$ cat config.mk
export PLATFORM = sky130hd
export DESIGN_NAME = pmic_en_seq
export DESIGN_NICKNAME = d
export VERILOG_FILES = /design/src/rtl/pmic_seq_pkg.sv /design/src/rtl/pmic_seq_dp.sv /design/src/rtl/pmic_seq_ctrl.sv /design/src/rtl/pmic_en_seq.sv
export SDC_FILE = /design/constraint.sdc
export NUM_CORES = 1
export LEC_CHECK = 0
export BUFFER_PORTS_ARGS = -buffer_cell sky130_fd_sc_hd__buf_4
export CAP_MARGIN = 15
export CORE_MARGIN = 5
export CORE_UTILIZATION = 44
export CTS_CLUSTER_DIAMETER = 200
export CTS_CLUSTER_SIZE = 16
export DETAILED_ROUTE_END_ITERATION = 6
export GPL_ROUTABILITY_DRIVEN = 0
export PLACE_DENSITY = 0.88
export SYNTH_ARGS = -nofsm -noshare
export SYNTH_HDL_FRONTEND = slang
export SYNTH_SLANG_ARGS = --single-unit
export TNS_END_PERCENT = 10
$ cat constraint.sdc
create_clock -name clk -period 2 [get_ports clk]
set_clock_uncertainty 0.2 [all_clocks]
set_input_delay 0.1 -clock clk [delete_from_list [all_inputs] [get_ports clk]]
set_output_delay 0.1 -clock clk [all_outputs]
set_load 0.01 [all_outputs]
$ cat src/rtl/pmic_seq_pkg.sv
package pmic_seq_pkg;

  typedef enum logic [2:0] {
    ST_OFF,
    ST_WAIT,
    ST_ON,
    ST_SLEEP,
    ST_FAULT
  } seqState_t;

  // strobes from control to datapath
  typedef struct packed {
    logic loadWait;
    logic runWait;
  } waitCtl_t;

endpackage

$ cat src/rtl/pmic_seq_dp.sv
module pmic_seq_dp
  import pmic_seq_pkg::*;
#(
  parameter int REG_W    = 32,
  parameter int TMO_W    = 8,
  parameter int EN_BIT   = 31,
  parameter int TICK_DIV = 1024
) (
  input  logic             clk,
  input  logic             rstN,
  input  logic             cfgDone,
  input  logic             swWr,
  input  logic [REG_W-1:0] swWrData,
  input  waitCtl_t         waitCtl,
  output logic             swEn,
  output logic [TMO_W-1:0] tmoVal,
  output logic [REG_W-1:0] ctlRdData,
  output logic             waitExpired
);

  localparam int PRESC_W = (TICK_DIV > 1) ? $clog2(TICK_DIV) : 1;
  localparam logic [PRESC_W-1:0] PRESC_LAST = PRESC_W'(TICK_DIV - 1);

  logic [PRESC_W-1:0] prescCnt;
  logic [TMO_W-1:0]   waitCnt;
  logic               tickHit;
  logic               unusedBits;

  assign unusedBits = ^swWrData[EN_BIT-1:TMO_W];

  // control word storage
  always_ff @(posedge clk or negedge rstN) begin
    if (!rstN) begin
      swEn   <= 1'b0;
      tmoVal <= '0;
    end else if (swWr) begin
      swEn   <= swWrData[EN_BIT] & cfgDone;
      tmoVal <= swWrData[TMO_W-1:0];
    end
  end

  always_comb begin
    ctlRdData              = '0;
    ctlRdData[TMO_W-1:0]   = tmoVal;
    ctlRdData[EN_BIT]      = swEn;
  end

  // oscillator prescaler and status-wait down-counter
  assign tickHit = (prescCnt == PRESC_LAST);

  always_ff @(posedge clk or negedge rstN) begin
    if (!rstN) begin
      prescCnt <= '0;
      waitCnt  <= '0;
    end else if (waitCtl.loadWait) begin
      prescCnt <= '0;
      waitCnt  <= tmoVal;
    end else if (waitCtl.runWait) begin
      prescCnt <= tickHit ? '0 : prescCnt + 1'b1;
      if (tickHit && waitCnt != '0) waitCnt <= waitCnt - 1'b1;
    end
  end

  assign waitExpired = waitCtl.runWait && (tmoVal != '0) && (waitCnt == '0);

  AST_EN_NEEDS_CFG: assert property (@(posedge clk) disable iff (!rstN)
    (swWr && !cfgDone) |=> !swEn);

  AST_RDBACK_CLEAN: assert property (@(posedge clk) disable iff (!rstN)
    ctlRdData[EN_BIT-1:TMO_W] == '0);

endmodule

$ cat src/rtl/pmic_seq_ctrl.sv
module pmic_seq_ctrl
  import pmic_seq_pkg::*;
(
  input  logic     clk,
  input  logic     rstN,
  input  logic     swEn,
  input  logic     dbgReq,
  input  logic     sleepReq,
  input  logic     wakeReq,
  input  logic     pmicOk,
  input  logic     waitExpired,
  output waitCtl_t waitCtl,
  output logic     pmicEnOut,
  output logic     pmicActive,
  output logic     seqBusy,
  output logic     timeoutRst
);

  seqState_t state, nextState;
  logic      sleepPend;

  always_comb begin
    nextState = state;
    unique case (state)
      ST_OFF:   if (swEn) nextState = ST_WAIT;
      ST_WAIT: begin
        if (pmicOk)                nextState = ST_ON;
        else if (waitExpired)      nextState = ST_FAULT;
        else if (!swEn && !dbgReq) nextState = ST_OFF;
      end
      ST_ON: begin
        if (!dbgReq && (sleepReq || sleepPend)) nextState = ST_SLEEP;
        else if (!swEn && !dbgReq)              nextState = ST_OFF;
      end
      ST_SLEEP: if (wakeReq) nextState = swEn ? ST_WAIT : ST_OFF;
      ST_FAULT: nextState = ST_FAULT;
      default:  nextState = ST_OFF;
    endcase
  end

  always_ff @(posedge clk or negedge rstN) begin
    if (!rstN) begin
      state     <= ST_OFF;
      sleepPend <= 1'b0;
    end else begin
      state     <= nextState;
      // a sleep request is only parked during the status wait
      sleepPend <= (state == ST_WAIT) && (sleepPend || sleepReq);
    end
  end

  assign waitCtl.loadWait = (nextState == ST_WAIT) && (state != ST_WAIT);
  assign waitCtl.runWait  = (state == ST_WAIT);

  assign pmicEnOut  = (state == ST_WAIT) || (state == ST_ON);
  assign pmicActive = (state == ST_ON);
  assign seqBusy    = (state == ST_WAIT);
  assign timeoutRst = (state == ST_FAULT);

  AST_OK_ENDS_WAIT: assert property (@(posedge clk) disable iff (!rstN)
    (seqBusy && pmicOk) |=> (pmicActive && !seqBusy));

  AST_FAULT_STICKY: assert property (@(posedge clk) disable iff (!rstN)
    timeoutRst |=> (timeoutRst && !pmicEnOut));

  AST_DBG_HOLDS_ON: assert property (@(posedge clk) disable iff (!rstN)
    (pmicActive && dbgReq) |=> pmicActive);

  AST_DBG_NO_TURN_ON: assert property (@(posedge clk) disable iff (!rstN)
    (!pmicEnOut && !swEn) |=> !pmicEnOut);

  AST_RELEASE_OFF: assert property (@(posedge clk) disable iff (!rstN)
    (pmicActive && !dbgReq && !swEn) |=> !pmicEnOut);

  AST_SLEEP_OFF: assert property (@(posedge clk) disable iff (!rstN)
    (pmicActive && !dbgReq && sleepReq) |=> !pmicEnOut);

endmodule

$ cat src/rtl/pmic_en_seq.sv
module pmic_en_seq
  import pmic_seq_pkg::*;
#(
  parameter int REG_W    = 32,
  parameter int TMO_W    = 8,
  parameter int EN_BIT   = 31,
  parameter int TICK_DIV = 1024
) (
  input  logic             clk,
  input  logic             rstN,
  input  logic             cfgDone,
  input  logic             swWr,
  input  logic [REG_W-1:0] swWrData,
  input  logic             dbgPwrUpReq,
  input  logic             sleepEnterReq,
  input  logic             wakeupReq,
  input  logic             pmicOk,
  output logic [REG_W-1:0] ctlRdData,
  output logic             pmicEnOut,
  output logic             pmicActive,
  output logic             seqBusy,
  output logic             timeoutRst
);

  waitCtl_t         waitCtl;
  logic             swEn;
  logic [TMO_W-1:0] tmoVal;
  logic             waitExpired;

  pmic_seq_dp #(
    .REG_W   (REG_W),
    .TMO_W   (TMO_W),
    .EN_BIT  (EN_BIT),
    .TICK_DIV(TICK_DIV)
  ) u_dp (
    .clk        (clk),
    .rstN       (rstN),
    .cfgDone    (cfgDone),
    .swWr       (swWr),
    .swWrData   (swWrData),
    .waitCtl    (waitCtl),
    .swEn       (swEn),
    .tmoVal     (tmoVal),
    .ctlRdData  (ctlRdData),
    .waitExpired(waitExpired)
  );

  pmic_seq_ctrl u_ctrl (
    .clk        (clk),
    .rstN       (rstN),
    .swEn       (swEn),
    .dbgReq     (dbgPwrUpReq),
    .sleepReq   (sleepEnterReq),
    .wakeReq    (wakeupReq),
    .pmicOk     (pmicOk),
    .waitExpired(waitExpired),
    .waitCtl    (waitCtl),
    .pmicEnOut  (pmicEnOut),
    .pmicActive (pmicActive),
    .seqBusy    (seqBusy),
    .timeoutRst (timeoutRst)
  );

  AST_ZERO_NO_TIMEOUT: assert property (@(posedge clk) disable iff (!rstN)
    (seqBusy && tmoVal == '0) |=> !timeoutRst);

endmodule

==> impl_metrics.tcl <==
set metrics [dict create \
    powerDensity_nw_per_um2 1021 \
    status "complete, but fails checks" \
    fillers 331 \
    io_buffer_count 29 \
    grt_util_met1_pct 22.59 \
    worstPathArrival_ps 2010 \
    worst-path-buf-inv 2 \
    crit_path_top_delay_cell "or3b_4" \
    met2_usage_pct 30.39 \
    worst_ep_required_time_ps 2000 \
    dp.final_hpwl_um 3099 \
    critical_path_class "flip-flop to flip-flop" \
    finalHoldViolations 0 \
    busiest_layer "met2" \
    period_minus_slack_ps 2011 \
    worst_setup_path_start_kind "flip-flop" \
    final_area_um2 2497 \
    cp_slowest_stage_delay_ps 440 \
    p_leak_nw 1.172 \
    grt_overflow_total 0 \
    final_util_pct 61.11 \
    violations "setup timing" \
    grt_start_max_net_pins 32 \
    placeableCoreArea_um2 4086 \
    yosysSeqAreaShare_pct 41.14 \
    io_pins 76 \
    ir_drop_uv 592.4 \
    ys_seq_elements 31 \
    grt_pass1_vias 1707 \
    fmax_mhz 497.3 \
    layout.cells.non_filler 316 \
    preCtsSetupSlack_ps -101.4 \
    drive_gt1_share_pct 27.44 \
    cts_tree "yes" \
    clkLatencyLatePin_ps 280 \
    die_w_um 75.46 \
    die_area_um2 5694 \
    antenna_found_initial 0 \
    final_common_cell "buf_4" \
    initial_core_util_pct 46.14 \
    synth_cells 199 \
    syn_avg_cell_area_um2 9.475 \
    hold-worst-slack_ps 40.19 \
    path_clk_slew_ps 70 \
    ys_async_sr_fraction_pct 100.0 \
    syn-cell-area_um2 1886 \
    drv_slew 0 \
    cts_buffers 5 \
    die-height_um 75.46 \
    maxCapViolCount 0 \
    drc 0 \
    vias_per_cell 5.639 \
    num-nets-final 308 \
    synth.distinct_cells 43 \
    wl_um 4909 \
    grt_pass1_wl_um 7907 \
    setup_tns_ps -10.87 \
    place_area_um2 2148 \
    cts.sinks 31 \
    grt_setup_unrepaired "true" \
    diodes 0 \
    yosys_warnings 0 \
    dp_cells 284 \
    area_delta_synth_final_pct 32.45 \
    cts_max_path_buffers 2 \
    grtUsageMet3_pct 3.826 \
    dr.first_iter.drc_count 129 \
    min_path_type "input port to flip-flop" \
    h-tree-depth 2 \
    rows 23 \
    synth_ff_type "dfrtp_1" \
    final_cell_mix "buf_4 (44), dfrtp_1 (31), conb_1 (23), dlygate4sd3_1 (23), nor2_1 (15)" \
    vias 1782 \
    post-route-period-util_pct 100.5 \
    synth_edf_count 0 \
    cp_max_fo 6 \
    crit_chain "or3b_4, clkinv_8, nand4_4, buf_6, or3_4, a31oi_1" \
    worstSetupEndpointType "flip-flop" \
    ant_nets 0 \
    track_usage_pct 18.27 \
    setup_viol 1 \
    cts_root_buf "clkbuf_8" \
    crit_family "simple AND/OR/NAND/NOR gates" \
    finalWorstSetupSlack_ps -10.87 \
    routedWlPerCell_um 15.53 \
    first_pass_iters 4 \
    power_mw 2.550 \
]
==> cells in the mapped netlist, drive strengths merged, types with 3 or more instances <==
cell type   n  area share, %
clkbuf      6            1.2
dfrtp      31             41
or4         5            2.0
and3        3            1.0
inv         5            1.0
nand4       3            1.8
nor2       15            3.0
o21ai       8            2.1
nand3      12            3.2
buf        28             11
nor4        3            1.0
nand2      13            2.6
a21oi       5            1.3
a31oi      12            4.3
or3         5            1.7
ha          3            2.0
o31ai       4            1.6
nor3        3           0.80
mux2        9            5.4
==> layer usage <==
metal / share of wire [%] / wire length, µm
met5: 0 / 0
met1: 39 / 1922
met3: 8.7 / 426
met4: 3.1 / 153
met2: 49 / 2407
==> kinds of logic after synthesis <==
kind of cell | synth area share, %
compound gates | 16.39
xor+xnor | 0.4646
fa+ha+maj | 1.991
buf+inv | 14.33
flops | 41.14
mux | 5.375
other cells | 0.1989
simple gates | 20.11
==> sequential cells by signal, summed over array words and instances, names as in the netlist <==
register	count
u_dp.tmoVal	8
u_dp.waitCnt	8
u_dp.prescCnt	10
u_ctrl.state	3
u_dp.swEn	1
u_ctrl.sleepPend	1
==> tightest hold or removal path, stage by stage <==
cell and delay (ps):
buf_4 100, nand2_1 40, a31oi_1 150, o211ai_1 90
==> where the power goes <==
part           internal [mW]  total [mW]  switching [mW]  leakage [nW]
Clock                  0.238       0.470           0.232        0.0477
Sequential             0.799       0.966           0.167         0.388
Combinational          0.533        1.12           0.582         0.737
==> repair_timing <==
action | CTS | global route
cloned | 1 | 0
pin swaps | 0 | 6
setup endpoints to repair | 7 | 9
endpoints found under the hold margin | 44 | 0
hold buffers | 23 | 0
resized for setup | 2 | 6
setup buffers | 0 | 0
==> final timing paths <==
kind / slack [ps] / end / cells after the start / startpoint
min in group asynchronous: 90 / u_ctrl.sleepPend / 2 / rstN
setup / recovery: -10 / u_dp.waitCnt[0] / 6 / u_ctrl.state[2]
max in group asynchronous: 1230 / u_dp.prescCnt[8] / 2 / rstN
setup reg to reg: -10 / u_dp.waitCnt[0] / 6 / u_ctrl.state[2]
hold reg to reg: 300 / u_ctrl.sleepPend / 2 / u_ctrl.sleepPend
hold / removal: 40 / u_ctrl.state[0] / 4 / wakeupReq
==> cell type report <==
type,count,area [µm²],area share (%)
Clock buffer,5,68.82,2.756
Timing Repair Buffer,70,594.3,23.80
Clock inverter,3,15.01,0.6012
Sequential cell,31,775.7,31.06
Tap cell,50,62.56,2.505
Multi-Input combinational cell,151,945.9,37.88
Inverter,6,35.03,1.403
Note: power is estimated with default switching activity, not from simulation.
